## src/rtl/pfdg_pkg.sv

```systemverilog
// Shared types for the gated phase-frequency detector.
// Assumes all inputs are already synchronous to the fast clock.
package pfdg_pkg;

    // Detector state: which of the two requests is currently raised.
    typedef enum logic [1:0] {
        PD_IDLE = 2'b00,
        PD_LEAD = 2'b01,
        PD_LAG  = 2'b10,
        PD_BOTH = 2'b11
    } pd_state_e;

    // Rising-edge strobes for the two compared inputs.
    typedef struct packed {
        logic fb_r;
        logic ref_r;
    } edge_pair_t;

endpackage

```

## src/rtl/pfdg_rise_det.sv

```systemverilog
// Rising-edge detector for one sampled input.
// The output is high for the cycle in which the input reads 1
// after having read 0 in the previous sample. It assumes the input
// is synchronous to clk.
module pfdg_rise_det (
    input  logic clk,
    input  logic rst_n,
    input  logic sig_in,
    output logic rise
);
    logic prev_q;

    // Keep the previous sample of the input.
    always_ff @(posedge clk) begin
        if (!rst_n) prev_q <= 1'b0;
        else        prev_q <= sig_in;
    end

    assign rise = sig_in & ~prev_q;
endmodule

```

## src/rtl/pfdg_arm_gate.sv

```systemverilog
// Arming gate. Once enable goes high, the gate waits for a reference
// rising edge before it lets edges through. It disarms as soon as
// enable is low. "live" is high while the detector may take edges,
// and that includes the arming edge itself.
module pfdg_arm_gate (
    input  logic clk,
    input  logic rst_n,
    input  logic enable,
    input  logic ref_rise,
    output logic live
);
    logic armed_q;

    // Track the armed flag: set on the first reference edge, cleared when disabled.
    always_ff @(posedge clk) begin
        if (!rst_n)       armed_q <= 1'b0;
        else if (!enable) armed_q <= 1'b0;
        else if (ref_rise) armed_q <= 1'b1;
    end

    assign live = enable & (armed_q | ref_rise);
endmodule

```

## src/rtl/pfdg_core.sv

```systemverilog
// Detector state machine that raises UP and DN. While both are raised it
// counts OVL_CYC cycles and then clears both together. A low enable clears
// everything at the next edge. It assumes OVL_CYC >= 1.
module pfdg_core
    import pfdg_pkg::*;
#(
    parameter int OVL_CYC = 2
) (
    input  logic       clk,
    input  logic       rst_n,
    input  logic       enable,
    input  logic       live,
    input  edge_pair_t edges,
    output logic       up,
    output logic       dn
);
    localparam int CNT_W = (OVL_CYC > 1) ? $clog2(OVL_CYC) : 1;
    localparam logic [CNT_W-1:0] LAST = CNT_W'(OVL_CYC - 1);

    pd_state_e        state_q, state_d;
    logic [CNT_W-1:0] ovl_q, ovl_d;
    logic             take_ref, take_fb;

    assign take_ref = live & edges.ref_r;
    assign take_fb  = live & edges.fb_r;

    // Next-state logic for the request pair and the overlap counter.
    always_comb begin
        state_d = state_q;
        ovl_d   = ovl_q;
        if (!enable) begin
            state_d = PD_IDLE;
            ovl_d   = '0;
        end else begin
            unique case (state_q)
                PD_IDLE: begin
                    if (take_ref && take_fb) state_d = PD_BOTH;
                    else if (take_ref)       state_d = PD_LEAD;
                    else if (take_fb)        state_d = PD_LAG;
                end
                PD_LEAD: if (take_fb)  state_d = PD_BOTH;
                PD_LAG:  if (take_ref) state_d = PD_BOTH;
                PD_BOTH: begin
                    if (ovl_q == LAST) begin
                        state_d = PD_IDLE;
                        ovl_d   = '0;
                    end else begin
                        ovl_d = ovl_q + 1'b1;
                    end
                end
                default: state_d = PD_IDLE;
            endcase
        end
    end

    // Register the state and the overlap counter.
    always_ff @(posedge clk) begin
        if (!rst_n) begin
            state_q <= PD_IDLE;
            ovl_q   <= '0;
        end else begin
            state_q <= state_d;
            ovl_q   <= ovl_d;
        end
    end

    assign up = (state_q == PD_LEAD) | (state_q == PD_BOTH);
    assign dn = (state_q == PD_LAG)  | (state_q == PD_BOTH);
endmodule

```

## src/rtl/pfdg_err_acc.sv

```systemverilog
// Signed saturating accumulator: adds 1 for each cycle with only UP high
// and subtracts 1 for each cycle with only DN high.
module pfdg_err_acc #(
    parameter int ERR_W = 16
) (
    input  logic                    clk,
    input  logic                    rst_n,
    input  logic                    up,
    input  logic                    dn,
    output logic signed [ERR_W-1:0] acc
);
    localparam logic signed [ERR_W-1:0] ACC_MAX = {1'b0, {(ERR_W-1){1'b1}}};
    localparam logic signed [ERR_W-1:0] ACC_MIN = {1'b1, {(ERR_W-1){1'b0}}};

    // Step the accumulator toward the request that is alone, and hold it at the limits.
    always_ff @(posedge clk) begin
        if (!rst_n)                             acc <= '0;
        else if (up && !dn && acc != ACC_MAX)   acc <= acc + 1'b1;
        else if (dn && !up && acc != ACC_MIN)   acc <= acc - 1'b1;
    end
endmodule

```

## src/rtl/gated_pfd.sv

```systemverilog
// Top of the gated phase-frequency detector. Two rising-edge detectors
// feed an arming gate and the request state machine, and an accumulator
// tracks the signed request imbalance. All inputs are assumed to be
// sampled into clk already.
module gated_pfd
    import pfdg_pkg::*;
#(
    parameter int OVL_CYC = 2,
    parameter int ERR_W   = 16
) (
    input  logic             clk,
    input  logic             rst_n,
    input  logic             enable,
    input  logic             ref_in,
    input  logic             fb_in,
    output logic             up,
    output logic             dn,
    output logic [ERR_W-1:0] phase_err
);
    localparam int NUM_IN = 2;

    logic [NUM_IN-1:0] raw_in, rise_vec;
    edge_pair_t        edges;
    logic              live;
    logic signed [ERR_W-1:0] acc;

    assign raw_in = {fb_in, ref_in};

    for (genvar i = 0; i < NUM_IN; i++) begin : g_rise
        pfdg_rise_det u_rise (
            .clk   (clk),
            .rst_n (rst_n),
            .sig_in(raw_in[i]),
            .rise  (rise_vec[i])
        );
    end

    assign edges.ref_r = rise_vec[0];
    assign edges.fb_r  = rise_vec[1];

    pfdg_arm_gate u_arm (
        .clk     (clk),
        .rst_n   (rst_n),
        .enable  (enable),
        .ref_rise(edges.ref_r),
        .live    (live)
    );

    pfdg_core #(.OVL_CYC(OVL_CYC)) u_core (
        .clk   (clk),
        .rst_n (rst_n),
        .enable(enable),
        .live  (live),
        .edges (edges),
        .up    (up),
        .dn    (dn)
    );

    pfdg_err_acc #(.ERR_W(ERR_W)) u_acc (
        .clk  (clk),
        .rst_n(rst_n),
        .up   (up),
        .dn   (dn),
        .acc  (acc)
    );

    assign phase_err = acc;
endmodule

```

## config.mk

```make
export PLATFORM = sky130hd
export DESIGN_NAME = gated_pfd
export DESIGN_NICKNAME = d
export VERILOG_FILES = /design/src/rtl/pfdg_pkg.sv /design/src/rtl/pfdg_rise_det.sv /design/src/rtl/pfdg_arm_gate.sv /design/src/rtl/pfdg_core.sv /design/src/rtl/pfdg_err_acc.sv /design/src/rtl/gated_pfd.sv
export SDC_FILE = /design/constraint.sdc
export NUM_CORES = 1
export LEC_CHECK = 0
export BUFFER_PORTS_ARGS = -buffer_cell sky130_fd_sc_hd__buf_2
export CORE_MARGIN = 3
export CORE_UTILIZATION = 40
export DETAILED_ROUTE_END_ITERATION = 12
export PLACE_DENSITY = 0.66
export SYNTH_ARGS = -nofsm -noshare
export SYNTH_HDL_FRONTEND = slang
export SYNTH_SLANG_ARGS = --single-unit
```

## constraint.sdc

```tcl
create_clock -name clk -period 3.2 [get_ports clk]
set_clock_uncertainty 0.2 [all_clocks]
set_input_delay 0.64 -clock clk [delete_from_list [all_inputs] [get_ports clk]]
set_output_delay 0.64 -clock clk [all_outputs]
set_load 0.01 [all_outputs]
```

==> metrics.txt, run 1 <==
register bit count reported by yosys=22; final RePlAce weighted congestion=0.837; number of global-route vias before repair=1614; DRC violation count after routing=0; maximum vdd drop=0.000296 V; number of slew-limit violations in the final report=0; number of buffers created by CTS=3; critical path endpoint category=flop; starting density of the core=41.9%; required arrival time at the worst endpoint=3200 ps; Worst Hold Margin=291 ps; clock period minus worst slack=3070 ps; area of the placeable core=0.00441 mm2; clk root buf=sky130_fd_sc_hd__clkbuf_8; chip width=74.0 um; fraction of final layout cells sized beyond drive strength 1=18.4%; family with the most delay on the worst path=compound AO/OA/AOI/OAI gates; clock transition at the registers of the reported paths=80 ps; via count=1827; CTS tree=built; Layout Utilization=48.6%; routed len/inst=15.8 um; net switching power=683 uW; maximum achievable frequency=326 MHz; final-report setup violation count=0; startpoint class of the critical path=flop; worst slack at placement=169 ps; global-route wire length before repair=8040 um; Tightest Pin Transition=503 ps; top_reg_cell synth=sky130_fd_sc_hd__dfxtp_1; post-synthesis cell type count=54; synthesized area per cell=8.22 um2; list of cells traversed by the critical path=nand4b_1 > o41ai_4 > buf_12 > inv_1 > fa_1 > nor2b_2 > o2111ai_1 > a21o_1 > a2111o_1 > o211ai_1; highest cell delay on the worst timing path=410 ps; cell with the biggest individual delay on the critical path=sky130_fd_sc_hd__o41ai_4; sequential area share after synthesis=23.8%; Pwr Density=738 mW/mm2; Switching Share=43.2%; count of final hold-check violations=0; clock group share of total power=17.3%; number of top-level pins=23; remaining global-route overflow=0; Core Rows=24; diodes inserted=0; slew margin rel.=66.1%; Mapped Cells=225; final net count=281; CTS Sinks=22; number of buffers and inverters on the critical path=2; CP arrival=3070 ps; iteration-0 DRC count of the detailed router=133; internal cell power=899 uW; synthesized netlist net count=250; Die Y=74.0 um; number of antenna-violating nets in the routed design=0; Total GRT Usage=18.7%; via-per-instance ratio=5.95; worst hold path class=flop to flop; number of warnings issued by yosys=0; Setup Buffers After CTS=0; maximum count of clock buffers along a single path=2; fraction of registers with async set or reset after synthesis=0%; post-cts hold buffer count=0; die area=0.00548 mm2; Setup Crit Path Kind=flop to flop; count of maximum capacitance violations=0; routed wire length=4850 um; IO Port Bufs=22; combinational cell fraction of total power=59.2%; relative contribution of sequential cells to total power=23.5%; Worst Setup Slack, final=132 ps; combined area of all synthesized cells=0.00185 mm2; Tcrit/Tclk final=95.9%; detailed placer's ending HPWL=3710 um; level count of the clock H-tree=1; number of flops mapped to enable cells by yosys=0; leak pwr=0.000922 uW; initial antenna violation count=0; largest fanout on the critical path=17; maximum number of pins on one net before global-route repair=21; status=finished clean; post-synthesis to final-layout area growth=16.0%; clock latency on the worst-skew pair=280 ps; RSZ-0062 raised after global routing=true; DRT Pass-1 Iters=4
==> cells by family (layout without fill, tap and decap cells) <==
logic type	Yosys count	in the layout	share of synthesized area, %
and+or+nand+nor	81	81	23.7
AOI/OAI and AO/OA	79	79	30.8
DFF	22	22	23.8
adders and majority gates	20	20	13.9
buffers and inverters	16	46	4.40
xor gates and xnor gates	6	6	2.84
muxes	1	1	0.541
==> metrics by stage <==
stage | std cells | power (uW) | setup TNS (ps) | area [um2]
global placement | 303 | 1300 | 0 | 2070
floorplan | 225 | 1060 | 0 | 1860
CTS | 307 | 1580 | 0 | 2140
global route | 307 | 1730 | -44.0 | 2150
finish | 307 | 1580 | 0 | 2150
detailed placement | 303 | 1300 | 0 | 2070
==> power groups by stage <==
stage	sequential [uW]	clock (uW)	combinational, uW
5_1_grt	380	290	1050
3_3_place_gp	376	0	919
3_5_place_dp	379	0	922
4_1_cts	372	278	934
6_report	372	274	936
2_1_floorplan	393	0	668
==> layout by cell type, fill, tap and decap left out, types with 3 or more instances in the layout <==
cell                        instances
sky130_fd_sc_hd__nor3_1             3
sky130_fd_sc_hd__a211oi_1           5
sky130_fd_sc_hd__or2_2              3
sky130_fd_sc_hd__nand4_1            4
sky130_fd_sc_hd__and2_1             4
sky130_fd_sc_hd__ha_1              19
sky130_fd_sc_hd__nand3_1           12
sky130_fd_sc_hd__nand2b_1           6
sky130_fd_sc_hd__buf_2             22
sky130_fd_sc_hd__nor4_1             3
sky130_fd_sc_hd__dfxtp_1           16
sky130_fd_sc_hd__nor2b_1            3
sky130_fd_sc_hd__buf_4              8
sky130_fd_sc_hd__nor2_1            11
sky130_fd_sc_hd__clkbuf_8           3
sky130_fd_sc_hd__o211ai_1           8
sky130_fd_sc_hd__nand2_1           16
sky130_fd_sc_hd__dfxtp_2            6
sky130_fd_sc_hd__o2111ai_1          4
sky130_fd_sc_hd__a21oi_1           22
sky130_fd_sc_hd__inv_1             10
sky130_fd_sc_hd__a21o_1             7
sky130_fd_sc_hd__o21a_1             4
sky130_fd_sc_hd__o21ai_0            7
sky130_fd_sc_hd__or3_1              3
sky130_fd_sc_hd__xnor2_1            5
sky130_fd_sc_hd__and3_1             3
==> final cells by class <==
class / instances / area, um2
Inverter: 11 / 41.3
Clock buffer: 3 / 41.3
Sequential cell: 22 / 448
Tap cell: 52 / 65.1
Fill cell: 461 / 2270
Clock inverter: 1 / 30.0
Multi-Input combinational cell: 187 / 1330
Timing Repair Buffer: 31 / 190
==> timing repair <==
action / in CTS / in global routing
endpoints found under the hold margin: 0 / 0
gates resized for setup: 0 / 1
setup endpoints to repair: 0 / 3
==> routing by layer <==
layer	GRT usage (%)	vias to the layer above	routed length (um)
li1	-	931	-
met1	27.0	864	2450
met2	29.4	27	2220
met3	1.62	5	121
met4	6.24	0	61
met5	0	-	0
==> worst min-delay path: stages (launching register included) <==
cell and delay [ps]:
sky130_fd_sc_hd__dfxtp_1 320, sky130_fd_sc_hd__nor2_1 90, sky130_fd_sc_hd__nor2_1 40
==> flip-flops by register name, summed over array words and instances (netlist names) <==
| register | flops |
|---|---|
| g_rise.u_rise.prev_q | 2 |
| u_acc.acc | 16 |
| u_arm.armed_q | 1 |
| u_core.ovl_q | 1 |
| u_core.state_q | 2 |
==> Yosys cell counts, drive strengths merged, types with 2 or more instances <==
cell	number	share of area (%)
a21o	7	2.8
ha	19	13
and4	2	0.95
nor4	3	1.0
a41oi	2	0.95
dfxtp	22	24
xnor2	5	2.4
or3	3	1.0
nor2	11	2.2
o211ai	8	3.2
o21ai	9	2.4
a31oi	2	0.68
a211oi	5	2.0
nand2b	6	2.0
nor4b	2	0.95
nor2b	4	1.4
buf	4	2.0
inv	10	2.0
and3	3	1.0
a21oi	22	6.0
nand2	17	3.6
or2	3	1.0
and2	4	1.4
nor3	3	0.81
a221o	2	1.1
a2111o	2	1.2
o2111ai	4	1.9
nand4	4	1.4
nand3	12	3.2
o21a	4	1.6
nand3b	2	0.81
==> final timing paths <==
check / to / start / slack [ps] / cells past startpoint
setup / recovery: u_acc.acc[12] / u_acc.acc[15] / 130 / 10
hold / removal: u_arm.armed_q / u_arm.armed_q / 290 / 2
setup reg to reg: u_acc.acc[12] / u_acc.acc[15] / 130 / 10
hold reg to reg: u_arm.armed_q / u_arm.armed_q / 290 / 2
Note: power is estimated with default switching activity, not from simulation.
==> run 2: changes to the inputs <==
--- a/config.mk
+++ b/config.mk
@@ -8,6 +8,6 @@
 export BUFFER_PORTS_ARGS = -buffer_cell sky130_fd_sc_hd__buf_2
-export CORE_MARGIN = 3
-export CORE_UTILIZATION = 40
+export CORE_MARGIN = 2
+export CORE_UTILIZATION = 46
 export DETAILED_ROUTE_END_ITERATION = 12
-export PLACE_DENSITY = 0.66
+export PLACE_DENSITY = 0.73
 export SYNTH_ARGS = -nofsm -noshare
==> constraint.sdc (replaced) <==
create_clock -name clk -period 3.2 [get_ports clk]
set_clock_uncertainty 0.2 [all_clocks]
set_input_delay 0.48 -clock clk [delete_from_list [all_inputs] [get_ports clk]]
set_output_delay 0.48 -clock clk [all_outputs]
set_load 0.01 [all_outputs]
==> run 2 against run 1 <==
  * Non-clock buffer count is 4 higher
  * First-iteration DRC count is 29% lower
  * Critical path depth is 1 lower
  * Combinational power is 4.2% higher
  * Critical endpoint is now u_acc.acc[13]
==> metrics.txt, run 2 (synthesis results as in run 1) <==
clock transition at the registers of the reported paths=100 ps; number of buffers created by CTS=3; final net count=285; CP arrival=3010 ps; number of flip-flops in the largest register=16; iteration-0 DRC count of the detailed router=94; level count of the clock H-tree=1; post-synthesis to final-layout area growth=17.3%; Worst Hold Path EP=g_rise[1].u_rise.prev_q; largest fanout on the critical path=9; Pwr Density=746 mW/mm2; number of global-route vias before repair=1631; clock latency on the worst-skew pair=280 ps; number of antenna-violating nets in the routed design=0; clock period minus worst slack=3020 ps; RR Endpoint=u_acc.acc[13]; maximum vdd drop=0.000346 V; startpoint class of the critical path=flop; reg-to-reg critical path startpoint=u_acc.acc[14]; maximum number of pins on one net before global-route repair=21; registers with the most flip-flops=u_acc.acc x16, g_rise.u_rise.prev_q x2, u_core.state_q x2; maximum count of clock buffers along a single path=2; highest cell delay on the worst timing path=540 ps; via count=1885; final-report setup violation count=0; IO Port Bufs=22; met2 demand-to-capacity share in global routing=36.5%; slew margin rel.=53.8%; final std cells w/o fill=309; Setup Crit Path Kind=flop to flop; count of final hold-check violations=0; required arrival time at the worst endpoint=3190 ps; r2r worst-path depth=9; leak pwr=0.000938 uW; Layout Utilization=55.0%; status=finished clean; M1 GR Usage=31.3%; Fill cells=390; count of maximum capacitance violations=0; Tcrit/Tclk final=94.4%; cell with the biggest individual delay on the critical path=sky130_fd_sc_hd__o41ai_4; starting density of the core=46.9%; number of slew-limit violations in the final report=0; list of cells traversed by the critical path=nand4_1 > o41ai_4 > buf_4 > ha_1 > a221o_1 > and2_1 > a21oi_1 > o21ai_0 > a31oi_1; area of the placeable core=0.00394 mm2; critical path endpoint category=flop; CTS tree=built; routed len/inst=16.0 um; leading cell types in the layout, fill and taps excluded=22 x sky130_fd_sc_hd__a21oi_1, 22 x sky130_fd_sc_hd__buf_2, 19 x sky130_fd_sc_hd__ha_1; remaining global-route overflow=0; flop2flop setup slack=180 ps; global-route wire length before repair=7760 um; Hold Startpoint=fb_in; number of buffers and inverters on the critical path=1; number of cells on the worst hold path=2; die area=0.00454 mm2; maximum achievable frequency=331 MHz; final RePlAce weighted congestion=0.878; fraction of final layout cells sized beyond drive strength 1=20.8%; number of top-level pins=23; CTS Sinks=22; cell count after placement=302; Multi-input gate area=0.00134 mm2; routed wire length=4930 um; via-per-instance ratio=6.10; Seq. cell area=450 um2; DRC violation count after routing=0; Core Rows=23; family with the most delay on the worst path=compound AO/OA/AOI/OAI gates; final-layout setup total negative slack=0 ps; Worst Hold Margin=236 ps; diodes inserted=0; chip width=67.4 um; clk root buf=sky130_fd_sc_hd__clkbuf_8; Total GRT Usage=22.6%; most used routing layer=met2; RSZ-0062 raised after global routing=false; register containing the most flip-flops in the final layout=u_acc.acc; detailed placer's ending HPWL=3740 um; Tightest Pin Transition=693 ps; worst hold path class=input pin to flop; DRT Pass-1 Iters=4; Die Y=67.4 um; Worst Setup Slack, final=180 ps; initial antenna violation count=0; GR Util met3=2.00%; worst slack at placement=34.2 ps
==> run 2: worst max path at each step <==
stage,from,end,slack (ps),cells past startpoint
final,u_acc.acc[14],u_acc.acc[13],180,9
after global routing,u_acc.acc[14],u_acc.acc[11],30,10
after CTS,u_acc.acc[7],u_acc.acc[13],7,9
after detailed placement,u_acc.acc[7],u_acc.acc[13],30,9
after global placement,u_acc.acc[7],u_acc.acc[13],80,9
after floorplan,u_acc.acc[7],u_acc.acc[12],20,9
==> run 2: through the flow <==
stage,total power [uW],instance area (um2)
finish,1620,2170
global route,1750,2170
floorplan,1060,1860
CTS,1580,2140
detailed placement,1300,2070
global placement,1290,2070
==> run 2: power by group <==
| part | internal (uW) | switching, uW | leakage (uW) |
|---|---|---|---|
| Sequential | 323 | 51.4 | 0.000183 |
| Clock | 167 | 103 | 0.0000357 |
| Combinational | 436 | 539 | 0.000719 |
==> run 2: metal layers <==
| metal | routed length (um) | vias up |
|---|---|---|
| met5 | 0 | - |
| met4 | 72 | 0 |
| met3 | 216 | 7 |
| met2 | 2300 | 45 |
| met1 | 2340 | 890 |
| li1 | - | 943 |
==> run 2: layout make-up <==
class	count	area share, %
repair buffers	35	9.57
clock buffers	3	1.90
well taps	50	2.88
multi-input cells	187	61.6
flip-flops and latches	22	20.8
clock inverters	1	1.38
inverters	11	1.90
==> run 2: what timing repair did <==
item	4_1_cts	5_1_grt
hold buffers	0	0
endpoints found under the setup margin	0	7
setup buffers	0	3
resized for setup	0	4
==> run 3: changes to the inputs <==
==> constraint.sdc (replaced) <==
create_clock -name clk -period 3.2 [get_ports clk]
set_clock_uncertainty 0.2 [all_clocks]
set_input_delay 0.16 -clock clk [delete_from_list [all_inputs] [get_ports clk]]
set_output_delay 0.16 -clock clk [all_outputs]
set_load 0.01 [all_outputs]
==> run 3 against run 2 <==
  * Maximum frequency decreased by 0.89%
  * Power decreased by 1.1%
  * Sequential cell count unchanged
  * Hold slack got worse by 170 ps
  * Register-to-register slack got worse by 30 ps
  * Largest cell class unchanged
  * Core utilization increased by 0.57 points
  * Sequential power decreased by 2%
  * Routed wire length decreased by 1.3%
  * Clock-buffer cell count unchanged
  * Critical endpoint is now u_acc.acc[12]
  * Cell area increased by 1.0%
  * Critical path depth increased by 1
==> metrics.txt, run 3 (synthesis results as in run 1) <==
registers with the most flip-flops=u_acc.acc x16, g_rise.u_rise.prev_q x2, u_core.state_q x2; number of buffers created by CTS=3; Cell Area, Placed=0.00207 mm2; final-report setup violation count=0; critical path endpoint category=flop; combinational cell fraction of total power=60.1%; routed wire length=4870 um; DRT Pass-1 Iters=4; CTS tree=built; post-synthesis to final-layout area growth=18.5%; Total GRT Usage=23.2%; relative contribution of sequential cells to total power=23.0%; final net count=288; largest fanout on the critical path=6; family with the most delay on the worst path=compound AO/OA/AOI/OAI gates; number of buffers and inverters on the critical path=2; global-route wire length before repair=8080 um; maximum number of pins on one net before global-route repair=21; RSZ-0062 raised after global routing=false; post-route standard cell area excluding fillers=0.00219 mm2; number of antenna-violating nets in the routed design=0; startpoint class of the critical path=flop; routed len/inst=15.6 um; worst slack at placement=5.92 ps; leading cell types in the layout, fill and taps excluded=22 x sky130_fd_sc_hd__a21oi_1, 22 x sky130_fd_sc_hd__buf_2, 19 x sky130_fd_sc_hd__ha_1; register containing the most flip-flops in the final layout=u_acc.acc; chip width=67.4 um; remaining global-route overflow=0; Die Y=67.4 um; number of top-level pins=23; CP arrival=3040 ps; via count=1886; required arrival time at the worst endpoint=3190 ps; Core Rows=23; final RePlAce weighted congestion=0.871; maximum achievable frequency=328 MHz; clock transition at the registers of the reported paths=100 ps; number of global-route vias before repair=1701; diodes inserted=0; Tightest Pin Transition=659 ps; level count of the clock H-tree=1; Setup Crit Path Kind=flop to flop; clock group share of total power=17.0%; Pwr Density=731 mW/mm2; clock latency on the worst-skew pair=270 ps; slew margin rel.=56.1%; IO Port Bufs=22; highest cell delay on the worst timing path=410 ps; Worst Setup Slack, final=153 ps; worst hold path class=input pin to flop; internal cell power=920 uW; die area=0.00454 mm2; status=finished clean; count of final hold-check violations=0; starting density of the core=46.9%; detailed placer's ending HPWL=3710 um; initial antenna violation count=0; cell with the biggest individual delay on the critical path=sky130_fd_sc_hd__dfxtp_1; fraction of final layout cells sized beyond drive strength 1=19.8%; number of flip-flops in the largest register=16; area of the placeable core=0.00394 mm2; final-layout setup total negative slack=0 ps; maximum vdd drop=0.000362 V; via-per-instance ratio=6.04; clock period minus worst slack=3050 ps; number of slew-limit violations in the final report=0; Tcrit/Tclk final=95.2%; count of maximum capacitance violations=0; final std cells w/o fill=312; iteration-0 DRC count of the detailed router=125; Layout Utilization=55.6%; CTS Sinks=22; clk root buf=sky130_fd_sc_hd__clkbuf_8; Switching Share=42.6%; DRC violation count after routing=0; leak pwr=0.000951 uW; list of cells traversed by the critical path=nand4_1 > o41ai_4 > buf_4 > inv_1 > fa_1 > nor2b_2 > o2111ai_1 > a21o_1 > a2111o_1 > o211ai_1; maximum count of clock buffers along a single path=2; cell count after placement=303; net switching power=682 uW
[run 3: metrics by stage]
stage,hold slack (ps),total power [uW]
finish,63.7,1600
global route,74.9,1740
CTS,50.0,1590
detailed placement,192,1300
global placement,188,1300
floorplan,81.7,1060
[run 3: area by class of cell]
class                           count  area, um2
Fill cell                         375       1750
Tap cell                           50       62.6
Clock inverter                      1       30.0
Clock buffer                        3       41.3
Sequential cell                    22        448
Inverter                           11       41.3
Multi-Input combinational cell    187       1330
Timing Repair Buffer               38        239
[run 3: worst paths after layout]
kind                                    start       endpoint  slack [ps]  depth (start not counted)
worst min-delay path                   enable   u_core.ovl_q          60                          3
worst max-delay path            u_acc.acc[14]  u_acc.acc[12]         150                         10
worst min register to register  u_arm.armed_q  u_arm.armed_q         280                          2
worst max register to register  u_acc.acc[14]  u_acc.acc[12]         150                         10
[run 3: worst register-to-register path, cell delays in order (launching register included)]
cell                        delay [ps]
sky130_fd_sc_hd__dfxtp_1           410
sky130_fd_sc_hd__nand4_1           210
sky130_fd_sc_hd__o41ai_4           390
sky130_fd_sc_hd__buf_4             190
sky130_fd_sc_hd__inv_1              60
sky130_fd_sc_hd__fa_1              410
sky130_fd_sc_hd__nor2b_2           200
sky130_fd_sc_hd__o2111ai_1         190
sky130_fd_sc_hd__a21o_1            260
sky130_fd_sc_hd__a2111o_1          370
sky130_fd_sc_hd__o211ai_1           80
[run 3: power by group through the flow]
stage / Combinational, uW / Clock [uW] / Sequential (uW)
3_5_place_dp: 930 / 0 / 373
3_3_place_gp: 927 / 0 / 371
2_1_floorplan: 668 / 0 / 393
6_report: 962 / 272 / 368
4_1_cts: 951 / 275 / 367
5_1_grt: 1080 / 286 / 375
[run 3: timing repair]
item	in CTS	in global routing
hold buffers	2	0
endpoints found under the hold margin	2	0
cloned	0	0
pin swaps	1	1
buffers inserted	1	2
endpoints found under the setup margin	2	4
gates resized for setup	0	2
[run 3: per-layer routing]
metal	GRT usage (%)	wire length [um]	vias to the layer above
met5	0	0	-
met4	6.89	29	0
met3	2.50	195	2
met2	36.4	2350	54
met1	33.4	2300	890
li1	-	-	940
